==> config.mk <==
export PLATFORM = sky130hd
export DESIGN_NAME = audio_serial_rx
export DESIGN_NICKNAME = d
export VERILOG_FILES = /design/src/rtl/audrx_pkg.sv /design/src/rtl/audrx_bit_sync.sv /design/src/rtl/audrx_shifter.sv /design/src/rtl/audrx_store_gate.sv /design/src/rtl/audio_serial_rx.sv
export SDC_FILE = /design/constraint.sdc
export NUM_CORES = 1
export LEC_CHECK = 0
export BUFFER_PORTS_ARGS = -buffer_cell sky130_fd_sc_hd__buf_2
export CAP_MARGIN = 20
export CORE_MARGIN = 5
export CORE_UTILIZATION = 62
export CTS_CLUSTER_SIZE = 30
export DETAILED_ROUTE_END_ITERATION = 10
export HOLD_SLACK_MARGIN = 0.05
export PLACE_DENSITY = 0.81
export SLEW_MARGIN = 20
export SYNTH_ARGS = -nofsm -noshare
export SYNTH_HDL_FRONTEND = slang
export SYNTH_HIERARCHICAL = 1
export SYNTH_SLANG_ARGS = --single-unit
==> constraint.sdc <==
create_clock -name clk -period 2.9 [get_ports clk]
set_input_delay 0.58 -clock clk [delete_from_list [all_inputs] [get_ports clk]]
set_output_delay 0.58 -clock clk [all_outputs]
set_load 0.02 [all_outputs]
==> src/rtl/audrx_pkg.sv <==
package audrx_pkg;

  typedef enum logic {
    CH_LEFT  = 1'b0,
    CH_RIGHT = 1'b1
  } chan_e;

  localparam int unsigned AUDRX_WORD_W_DEF = 16;
  localparam int unsigned AUDRX_SYNC_DEF   = 2;

endpackage

==> src/rtl/audrx_bit_sync.sv <==
module audrx_bit_sync #(
  parameter int unsigned WIDTH  = 3,
  parameter int unsigned STAGES = 2
) (
  input  logic             clk,
  input  logic             rst,
  input  logic [WIDTH-1:0] async_in,
  output logic [WIDTH-1:0] sync_out
);

  genvar g;
  generate
    for (g = 0; g < WIDTH; g++) begin : g_bit
      logic [STAGES-1:0] chain;
      always_ff @(posedge clk) begin
        if (rst) chain <= '0;
        else     chain <= {chain[STAGES-2:0], async_in[g]};
      end
      assign sync_out[g] = chain[STAGES-1];
    end
  endgenerate

endmodule

==> src/rtl/audrx_shifter.sv <==
module audrx_shifter
  import audrx_pkg::*;
#(
  parameter int unsigned WORD_W = 16
) (
  input  logic              clk,
  input  logic              rst,
  input  logic              sck_s,
  input  logic              ws_s,
  input  logic              sd_s,
  input  logic              ljust_en,
  output logic              start_p,
  output chan_e             start_ch,
  output logic              done_p,
  output logic [WORD_W-1:0] done_word,
  output chan_e             done_ch
);

  localparam int unsigned CNT_W = $clog2(WORD_W + 1);
  localparam logic [CNT_W-1:0] FULL_CNT = CNT_W'(WORD_W);
  localparam logic [CNT_W-1:0] LAST_CNT = CNT_W'(WORD_W - 1);
  localparam logic [CNT_W-1:0] ONE_CNT  = CNT_W'(1);

  logic              sck_q;
  logic              ws_prev;
  logic              pend;
  chan_e             pend_ch;
  chan_e             cur_ch;
  logic [WORD_W-1:0] shreg;
  logic [CNT_W-1:0]  cnt;

  logic              bit_rise;
  logic              ws_chg;
  logic              begin_word;
  chan_e             begin_ch;
  logic              collecting;
  logic [WORD_W-1:0] sh_next;

  always_comb begin
    bit_rise   = sck_s & ~sck_q;
    ws_chg     = ws_s ^ ws_prev;
    begin_word = ljust_en ? ws_chg : pend;
    begin_ch   = ljust_en ? chan_e'(ws_s) : pend_ch;
    collecting = (cnt != FULL_CNT);
    sh_next    = {shreg[WORD_W-2:0], sd_s};
  end

  always_ff @(posedge clk) begin
    if (rst) begin
      sck_q     <= 1'b0;
      ws_prev   <= 1'b0;
      pend      <= 1'b0;
      pend_ch   <= CH_LEFT;
      cur_ch    <= CH_LEFT;
      shreg     <= '0;
      cnt       <= FULL_CNT;
      start_p   <= 1'b0;
      start_ch  <= CH_LEFT;
      done_p    <= 1'b0;
      done_word <= '0;
      done_ch   <= CH_LEFT;
    end else begin
      sck_q   <= sck_s;
      start_p <= 1'b0;
      done_p  <= 1'b0;
      if (bit_rise) begin
        ws_prev <= ws_s;
        pend    <= ~ljust_en & ws_chg;
        pend_ch <= chan_e'(ws_s);
        if (begin_word) begin
          shreg    <= {{(WORD_W-1){1'b0}}, sd_s};
          cnt      <= ONE_CNT;
          cur_ch   <= begin_ch;
          start_p  <= 1'b1;
          start_ch <= begin_ch;
        end else if (collecting) begin
          shreg <= sh_next;
          cnt   <= cnt + ONE_CNT;
          if (cnt == LAST_CNT) begin
            done_p    <= 1'b1;
            done_word <= sh_next;
            done_ch   <= cur_ch;
          end
        end
      end
    end
  end

endmodule

==> src/rtl/audrx_store_gate.sv <==
module audrx_store_gate
  import audrx_pkg::*;
#(
  parameter int unsigned WORD_W = 16
) (
  input  logic              clk,
  input  logic              rst,
  input  logic              start_p,
  input  chan_e             start_ch,
  input  logic              done_p,
  input  logic [WORD_W-1:0] done_word,
  input  chan_e             done_ch,
  input  logic              pause_req,
  input  logic              mono_en,
  input  logic              fifo_full,
  output logic              wr_en,
  output logic [WORD_W-1:0] wr_data,
  output logic              overrun
);

  logic aligned;
  logic hold;
  logic keep;

  always_comb begin
    keep = aligned & ~hold & ~(mono_en & (done_ch == CH_RIGHT));
  end

  always_ff @(posedge clk) begin
    if (rst) begin
      aligned <= 1'b0;
      hold    <= 1'b0;
      wr_en   <= 1'b0;
      wr_data <= '0;
      overrun <= 1'b0;
    end else begin
      wr_en <= 1'b0;
      if (start_p && start_ch == CH_LEFT) begin
        aligned <= 1'b1;
        hold    <= pause_req;
      end
      if (done_p && keep) begin
        if (fifo_full) begin
          overrun <= 1'b1;
        end else begin
          wr_en   <= 1'b1;
          wr_data <= done_word;
        end
      end
    end
  end

endmodule

==> src/rtl/audio_serial_rx.sv <==
module audio_serial_rx
  import audrx_pkg::*;
#(
  parameter int unsigned WORD_W      = AUDRX_WORD_W_DEF,
  parameter int unsigned SYNC_STAGES = AUDRX_SYNC_DEF
) (
  input  logic              clk,
  input  logic              rst,
  input  logic              bit_clk_in,
  input  logic              chan_sel_in,
  input  logic              ser_data_in,
  input  logic              pause_req,
  input  logic              mono_en,
  input  logic              ljust_en,
  input  logic              fifo_full,
  output logic              wr_en,
  output logic [WORD_W-1:0] wr_data,
  output logic              overrun
);

  localparam int unsigned N_SER = 3;

  logic [N_SER-1:0]  ser_raw;
  logic [N_SER-1:0]  ser_s;
  logic              start_p;
  chan_e             start_ch;
  logic              done_p;
  logic [WORD_W-1:0] done_word;
  chan_e             done_ch;

  assign ser_raw = {ser_data_in, chan_sel_in, bit_clk_in};

  audrx_bit_sync #(.WIDTH(N_SER), .STAGES(SYNC_STAGES)) sync_i (
    .clk      (clk),
    .rst      (rst),
    .async_in (ser_raw),
    .sync_out (ser_s)
  );

  audrx_shifter #(.WORD_W(WORD_W)) shift_i (
    .clk       (clk),
    .rst       (rst),
    .sck_s     (ser_s[0]),
    .ws_s      (ser_s[1]),
    .sd_s      (ser_s[2]),
    .ljust_en  (ljust_en),
    .start_p   (start_p),
    .start_ch  (start_ch),
    .done_p    (done_p),
    .done_word (done_word),
    .done_ch   (done_ch)
  );

  audrx_store_gate #(.WORD_W(WORD_W)) gate_i (
    .clk       (clk),
    .rst       (rst),
    .start_p   (start_p),
    .start_ch  (start_ch),
    .done_p    (done_p),
    .done_word (done_word),
    .done_ch   (done_ch),
    .pause_req (pause_req),
    .mono_en   (mono_en),
    .fifo_full (fifo_full),
    .wr_en     (wr_en),
    .wr_data   (wr_data),
    .overrun   (overrun)
  );

endmodule

==> results of run 1 <==
[placed cells by master, fill, tap and decap left out, drive strengths merged, types with 5 or more instances in the layout]
master,n
nor4,16
mux2i,19
o22ai,14
a31o,16
nor2b,9
buf,29
clkbuf,12
nand2,22
a21oi,5
dfxtp,69
nand2b,32
nor2,9
[stage by stage]
stage               setup WS (ps)  instances  utilization [%]  power (mW)  instance area [sq um]
floorplan                    1156        268                -       1.029                   2756
global placement            906.3        329            65.65       1.040                   2839
detailed placement          874.3        329            65.65       1.042                   2839
CTS                         808.5        345            70.11       1.790                   3032
global route                698.2        345            70.11       1.844                   3032
finish                      782.6        345            70.11       1.774                   3032
[final timing paths]
kind	startpoint	to	depth (start not counted)
worst min register to register	sync_i/g_bit[2].chain[0]	sync_i/g_bit[2].chain[1]	1
worst max register to register	shift_i/cnt[0]	shift_i/done_word[6]	6
worst min-delay path	sync_i/g_bit[2].chain[0]	sync_i/g_bit[2].chain[1]	1
worst max-delay path	shift_i/cnt[0]	shift_i/done_word[6]	6
[worst reg2reg max path, stage by stage (launching register included)]
cell	delay, ps
dfxtp_1	390
ha_1	180
and3_1	160
ha_1	230
clkinv_1	400
nor4_1	530
a31o_2	180
[cell type report]
cell class	count	share of cell area [%]
multi-input combinational	173	40.16
timing repair buffer	29	5.035
sequential	69	45.56
clock buffer	12	4.787
clock inverter	4	1.568
tap	52	2.146
inverter	6	0.7429
[routing by layer]
layer,GRT usage [%],vias to the layer above
met5,0,-
met4,8.566,0
met3,5.386,10
met2,30.65,36
met1,21.32,923
li1,-,990
[registers in the layout, indices dropped and copies added, names as in the netlist]
name,flops
shift_i/pend_ch,1
shift_i/cur_ch,1
sync_i/g_bit.chain,6
shift_i/done_word,16
shift_i/done_p,1
shift_i/shreg,15
shift_i/sck_q,1
gate_i/wr_en,1
shift_i/cnt,5
shift_i/done_ch,1
gate_i/overrun,1
gate_i/aligned,1
shift_i/start_p,1
shift_i/pend,1
gate_i/wr_data,16
gate_i/hold,1
[cell families (layout without fill, tap and decap cells)]
logic type	Yosys count	after routing	synth area share, %
and+or+nand+nor	103	103	21.52
AOI/OAI and AO/OA	45	45	13.16
muxes	19	19	6.900
DFF	69	69	50.11
xor gates and xnor gates	3	3	1.226
buffers and inverters	26	51	5.719
adders and majority gates	3	3	1.362
[power by group through the flow]
stage / combinational, mW / clock [mW] / sequential [mW]
2_1_floorplan: 0.0516 / 0 / 0.977
3_3_place_gp: 0.0617 / 0 / 0.978
3_5_place_dp: 0.0634 / 0 / 0.979
4_1_cts: 0.0641 / 0.769 / 0.957
5_1_grt: 0.0706 / 0.817 / 0.957
6_report: 0.0640 / 0.753 / 0.957
==> summary.md, run 1 <==
| Metric | Value |
|---|---|
| Grt total ovfl | `0` |
| CTS tree | `built` |
| Data arrival, critical path | `~2400 ps` |
| Status | `finished clean` |
| DR WL met3 | `194 um` |
| Multi-input logic area | `0.001217 sq mm` |
| Sequential area share after synthesis | `50.11%` |
| Top_reg_cell synth | `dfxtp_1` |
| Final ANT Viol Nets | `0` |
| H-tree depth | `3` |
| DRC viols | `0` |
| # clock sinks | `about 70` |
| Routed vias | `1,959` |
| All-layer global routing usage | `18.30%` |
| Top routing layer used | `met4` |
| Distinct cells, synth | `45` |
| Worst-path clk slew | `around 70 ps` |
| Setup tns final | `0 ps` |
| Async S/R FF share, synth | `0%` |
| Post-CTS Setup Inserts | `0` |
| Synth cell count leaders | `dfxtp_1 (69), nand2b_1 (32), nand2_1 (20), mux2i_1 (19), nor4_1 (16)` |
| Die W | `roughly 77 um` |
| Top-count cell post-synth | `dfxtp_1` |
| Die area | `0.005879 sq mm` |
| Leakage | `1.105 nW` |
| CTS Root Cell | `clkbuf_8` |
| Sw Pwr | `around 0.38 mW` |
| Pint | `1.395 mW` |
| DRT iter0 DRCs | `83` |
| Initial antenna violation count | `0` |
| Synthesized area | `roughly 0.0028 sq mm` |
| Met2 WL | `2532 um` |
| Cts hold-fix bufs | `0` |
| Largest net degree at the start of global routing | `54` |
| Via density | `5.678` |
| Fill cells | `337` |
| Worst setup EP type | `flop` |
| WP data required | `3170 ps` |
| RSZ-0062 raised after global routing | `false` |
| Final nets | `300` |
| CP bufs+invs | `1` |
| Clock Skew | `10.28 ps` |
| I/O pin cnt | `27` |
| Post-synth top area cell | `dfxtp_1` |
| Top area cells in the synthesized netlist | `dfxtp_1 (50%), nand2b_1 (7.3%), mux2i_1 (6.9%), a31o_2 (4.8%), nor4_1 (3.6%)` |
| Wire length on met1 | `about 2300 um` |
| Syn_area_per_cell | `~10 sq um` |
| Delay-heaviest family, CP | `simple AND/OR/NAND/NOR gates` |
| FP Rows | `24` |
| Startpoint Class | `flop` |
| Post-CTS resize count | `0` |
| Clock Latency Late Sink | `330 ps` |
| Clk network pwr share | `between 40% and 50%` |
| Share of layout cells above drive strength 1 | `~23%` |
| Number of global-route vias before repair | `1,895` |
| N_diodes | `0` |
| CP dominant cell by count | `ha_1` |
| Fin Hold WS | `435.2 ps` |
| Starting Density | `63.74%` |
| Crit-path max FO | `17` |
| Syn_nets | `280` |
| Routability Congestion | `0.7689` |
| Inserted Clock Buffers | `9` |
| Register-to-register setup slack | `780 ps` |
| Period minus WS final | `roughly 2100 ps` |
| IR drop worst, VDD | `0.5656 mV` |
| DR WL/cell | `14.80 um` |
| CP max stage delay | `about 530 ps` |
| Fmax | `0.4723 GHz` |
| Area grow syn2layout | `9.986%` |
| YS warnings | `6` |
| IO buf count | `26` |
| Top cell type's share of synthesized area | `approximately half` |
| Switching Fraction | `around a fifth` |
| MaxCap Viol Count | `0` |
| Crit Path Class | `reg2reg` |
| Post-Syn Instances | `268` |
| DPL Wire Length | `between 3000 and 4000 um` |
| Worst path cell trace | `ha_1 -> and3_1 -> ha_1 -> clkinv_1 -> nor4_1 -> a31o_2` |
| Drt pass-1 iters | `4` |
| Core Area | `0.004324 sq mm` |
| Final hold violation count | `0` |
| Slew @ Worst Pin | `578.4 ps` |
| Ratio of total power to cell area | `585.3 mW/mm^2` |
| Reg power frac | `53.9%` |
| Seq cells post-synth | `69` |
| Register area | `0.001381 sq mm` |
| Final wirelength | `5105 um` |
| Maximum root-to-sink buffer count | `2` |
| Fin crit share | `73.01%` |
| Post-synth EDFFs | `0` |
| First-pass GRT wire length | `8763 um` |
| Die height | `76.68 um` |
| Worst hold path type | `reg2reg` |
| Normalized max-slew margin | `61.20%` |
| Slew Viols, Final | `0` |
| Setup-failing EPs final | `0` |
| Combinational power share | `3.6%` |
| CP max stage cell | `nor4_1` |
(Power assumes the default switching activity.)
==> run 2: changes to the inputs <==
Settings changed: ABC_AREA set to 1, CORE_UTILIZATION 62 to 53, PLACE_DENSITY 0.81 to 0.73.
Clock period 2.9 ns to 1.8 ns, I/O delays scaled along.
==> run 2 against run 1 <==
Clock power grew 65%; via count grew 18%; clock skew grew 0.98 ps; first-iteration DRC count up 42%; register-to-register slack got worse by 620 ps; area after synthesis increased by 9.0%; sequential cell count stayed put; critical path depth grew 2; die area is 24% higher; critical path type unchanged; critical endpoint is now shift_i/cnt[0].
==> summary.md, run 2 <==
| Metric | Value |
|---|---|
| Status | `finished clean (unchanged)` |
| All-layer global routing usage | `16.81% (was 18.30%)` |
| Clock Latency Late Sink | `350 ps (was 330 ps)` |
| XOR/XNOR Fraction of Synth Area | `0.2915% (was 1.226%)` |
| Finished Layout Cells | `480 (was 345)` |
| Register-to-register setup slack | `160 ps (was 780 ps)` |
| Normalized max-slew margin | `67.97% (was 61.20%)` |
| Fin Hold WS | `221.1 ps (was 435.2 ps)` |
| Die W | `85.29 um (was 76.68 um)` |
| Syn_nets | `391 (was 280)` |
| Starting Density | `54.56% (was 63.74%)` |
| Maximum root-to-sink buffer count | `2 (unchanged)` |
| CP max stage cell | `dfxtp_1 (was nor4_1)` |
| Sequential area share after synthesis | `45.98% (was 50.11%)` |
| Fmax | `0.6112 GHz (was 0.4723 GHz)` |
| Post-synth top area cell | `dfxtp_1 (unchanged)` |
| Inserted Clock Buffers | `9 (unchanged)` |
| Delay-heaviest family, CP | `flip-flops (was simple AND/OR/NAND/NOR gates)` |
| Die area | `0.007274 sq mm (was 0.005879 sq mm)` |
| Worst path cell trace | `inv_1 -> ha_1 -> nand2_2 -> nor2_8 -> nor2_8 -> buf_12 -> o21ai_0 -> o21ai_0 (was ha_1 -> and3_1 -> ha_1 -> clkinv_1 -> nor4_1 -> a31o_2)` |
| N_diodes | `0 (unchanged)` |
| FP Rows | `27 (was 24)` |
| CP max stage delay | `390 ps (was 530 ps)` |
| Top flop regs | `gate_i/wr_data x16, shift_i/done_word x16, shift_i/shreg x15 (unchanged)` |
| Cell count along the critical path | `8 (was 6)` |
| Post-synth EDFFs | `0 (unchanged)` |
| Synth cell count leaders | `nand2_1 (86), dfxtp_1 (69), nor2_1 (58), nand3_1 (39), inv_1 (38) (was dfxtp_1 (69), nand2b_1 (32), nand2_1 (20), mux2i_1 (19), nor4_1 (16))` |
| RSZ-0062 raised after global routing | `false (unchanged)` |
| Top_reg_cell synth | `dfxtp_1 (unchanged)` |
| Top cell type's share of synthesized area | `45.98% (was 50.11%)` |
| Final nets | `415 (was 300)` |
| Post-CTS resize count | `0 (unchanged)` |
| Min-delay src | `chan_sel_in (was sync_i/g_bit[2].chain[0])` |
| Post-placement cell area | `0.003112 sq mm (was 0.002839 sq mm)` |
| Largest net degree at the start of global routing | `34 (was 54)` |
| Slew @ Worst Pin | `477.5 ps (was 578.4 ps)` |
| DRT iter0 DRCs | `118 (was 83)` |
| Syn_area_per_cell | `7.926 sq um (was 10.29 sq um)` |
| Seq cells post-synth | `69 (unchanged)` |
| Worst-path clk slew | `80 ps (was 70 ps)` |
| Period minus WS final | `1636 ps (was 2117 ps)` |
| Fill cells | `503 (was 337)` |
| Final hold violation count | `0 (unchanged)` |
| Number of global-route vias before repair | `2,177 (was 1,895)` |
| First-pass GRT wire length | `9846 um (was 8763 um)` |
| Hold depth | `3 (was 1)` |
| DRC viols | `0 (unchanged)` |
| Via density | `4.815 (was 5.678)` |
| Crit-path max FO | `12 (was 17)` |
| CTS tree | `built (unchanged)` |
| MaxCap Viol Count | `0 (unchanged)` |
| Leakage | `1.593 nW (was 1.105 nW)` |
| Grt total ovfl | `0 (unchanged)` |
| Data arrival, critical path | `1910 ps (was 2390 ps)` |
| IO buf count | `26 (unchanged)` |
| Routability Congestion | `0.8135 (was 0.7689)` |
| Routed vias | `2,311 (was 1,959)` |
| Crit Path Class | `reg2reg (unchanged)` |
| Area grow syn2layout | `10.83% (was 9.986%)` |
| Final ANT Viol Nets | `0 (unchanged)` |
| CTS Root Cell | `clkbuf_8 (unchanged)` |
| Cells after DPL | `463 (was 329)` |
| Die height | `85.29 um (was 76.68 um)` |
| # clock sinks | `69 (unchanged)` |
| Share of layout cells above drive strength 1 | `21.81% (was 22.87%)` |
| Most common cell after layout, fill and taps aside | `nand2_1 (was dfxtp_1)` |
| H-tree depth | `3 (unchanged)` |
| YS warnings | `6 (unchanged)` |
| Startpoint Class | `flop (unchanged)` |
| Final wirelength | `5702 um (was 5105 um)` |
| Clock Skew | `11.25 ps (was 10.28 ps)` |
| Setup tns final | `0 ps (unchanged)` |
| Most frequent cells in the layout | `nand2_1 (86), dfxtp_1 (69), nor2_1 (58), nand3_1 (39), inv_1 (38) (was dfxtp_1 (69), nand2b_1 (32), buf_2 (26), nand2_1 (20), mux2i_1 (19))` |
| DPL Wire Length | `3765 um (was 3197 um)` |
| Top-count cell post-synth | `nand2_1 (was dfxtp_1)` |
| Core Area | `0.005507 sq mm (was 0.004324 sq mm)` |
| R2R depth | `8 (was 6)` |
| Fin crit share | `90.89% (was 73.01%)` |
| Mux contribution to synthesized area | `0% (was 6.900%)` |
| Compound-Gate Fraction of Synth Area | `5.831% (was 13.16%)` |
| Distinct cells, synth | `29 (was 45)` |
| Largest family of logic cells by synthesized area | `simple AND/OR/NAND/NOR gates (unchanged)` |
| Slew Viols, Final | `0 (unchanged)` |
| Post-Syn Instances | `379 (was 268)` |
| Post-route cell area | `0.003329 sq mm (was 0.003032 sq mm)` |
| Synth Area in Adders | `1.249% (was 1.362%)` |
| Synthesized area | `0.003004 sq mm (was 0.002756 sq mm)` |
| IR drop worst, VDD | `0.4088 mV (was 0.5656 mV)` |
| Util after Layout | `60.46% (was 70.11%)` |
| WP data required | `2070 ps (was 3170 ps)` |
| CP bufs+invs | `2 (was 1)` |
| RR Endpoint | `shift_i/cnt[0] (was shift_i/done_word[6])` |
| Synth Area in Simple Gates | `35.36% (was 21.52%)` |
| Ratio of total power to cell area | `882.7 mW/mm^2 (was 585.3 mW/mm^2)` |
| Worst hold path type | `in2reg (was reg2reg)` |
| Setup-failing EPs final | `0 (unchanged)` |
| Async S/R FF share, synth | `0% (unchanged)` |
| Worst hold endpoint | `sync_i/g_bit[1].chain[0] (was sync_i/g_bit[2].chain[1])` |
| Drt pass-1 iters | `4 (unchanged)` |
| Top area cells in the synthesized netlist | `dfxtp_1 (46%), nand2_1 (11%), nor2_1 (7.2%), nand3_1 (6.5%), inv_1 (4.7%) (was dfxtp_1 (50%), nand2b_1 (7.3%), mux2i_1 (6.9%), a31o_2 (4.8%), nor4_1 (3.6%))` |
| Worst setup EP type | `flop (unchanged)` |
| DR WL/cell | `11.88 um (was 14.80 um)` |
| I/O pin cnt | `27 (unchanged)` |
| FF-to-FF Start | `shift_i/cnt[0] (unchanged)` |
| Initial antenna violation count | `0 (unchanged)` |
-- run 2: cell families after synthesis --
kind of cell,after synthesis
AO/OA/AOI/OAI,27
AND/OR/NAND/NOR,214
flip-flops,69
buffers and inverters,65
XOR/XNOR,1
adder cells (fa/ha/maj),3
-- run 2: cell type report --
| class | count | area, sq um | share of cell area, % |
|---|---|---|---|
| clock inverters | 7 | 73.82 | 2.217 |
| clock buffers | 9 | 123.9 | 3.720 |
| inverters | 45 | 168.9 | 5.073 |
| well taps | 72 | 90.09 | 2.706 |
| multi-input cells | 245 | 1284 | 38.56 |
| repair buffers | 33 | 207.7 | 6.238 |
| flip-flops and latches | 69 | 1381 | 41.49 |
-- run 2: worst max-delay path by stage --
| stage | startpoint | to | slack [ps] |
|---|---|---|---|
| 2_1_floorplan | shift_i/cnt[1] | shift_i/done_word[3] | 280 |
| 6_report | shift_i/cnt[0] | shift_i/cnt[0] | 160 |
| 5_1_grt | shift_i/cnt[0] | shift_i/done_word[11] | 40 |
| 4_1_cts | shift_i/cnt[0] | shift_i/done_word[5] | 180 |
| 3_5_place_dp | shift_i/cnt[1] | shift_i/done_word[5] | 210 |
| 3_3_place_gp | shift_i/cnt[0] | shift_i/done_word[8] | 250 |
-- run 2: worst reg2reg max path, stage by stage (launching register included) --
cell and delay (ps):
dfxtp_1 390, inv_1 90, ha_1 240, nand2_2 130, nor2_8 60, nor2_8 200
buf_12 180, o21ai_0 100, o21ai_0 170
-- run 2: what timing repair did --
item | 4_1_cts | 5_1_grt
setup endpoints to repair | 0 | 2
hold buffers | 0 | 0
buffers inserted | 0 | 1
-- run 2: where the power goes --
group	total [mW]	leakage (nW)	internal (mW)	switching, mW
Combinational	0.150	0.947	0.0447	0.105
Clock	1.24	0.0879	0.641	0.600
Sequential	1.55	0.557	1.54	0.00963
-- run 2: through the flow --
| stage | power [mW] | setup WS, ps |
|---|---|---|
| after floorplan | 1.709 | 283.0 |
| after global placement | 1.729 | 251.7 |
| after detailed placement | 1.733 | 206.2 |
| after CTS | 2.970 | 176.1 |
| after global routing | 3.059 | 38.73 |
| final | 2.939 | 163.9 |
-- run 2: layer usage --
| metal | routed length (um) | track usage, % |
|---|---|---|
| met5 | 0 | 0 |
| met4 | 101 | 10.65 |
| met3 | 274 | 3.301 |
| met2 | 2595 | 25.42 |
| met1 | 2730 | 21.82 |
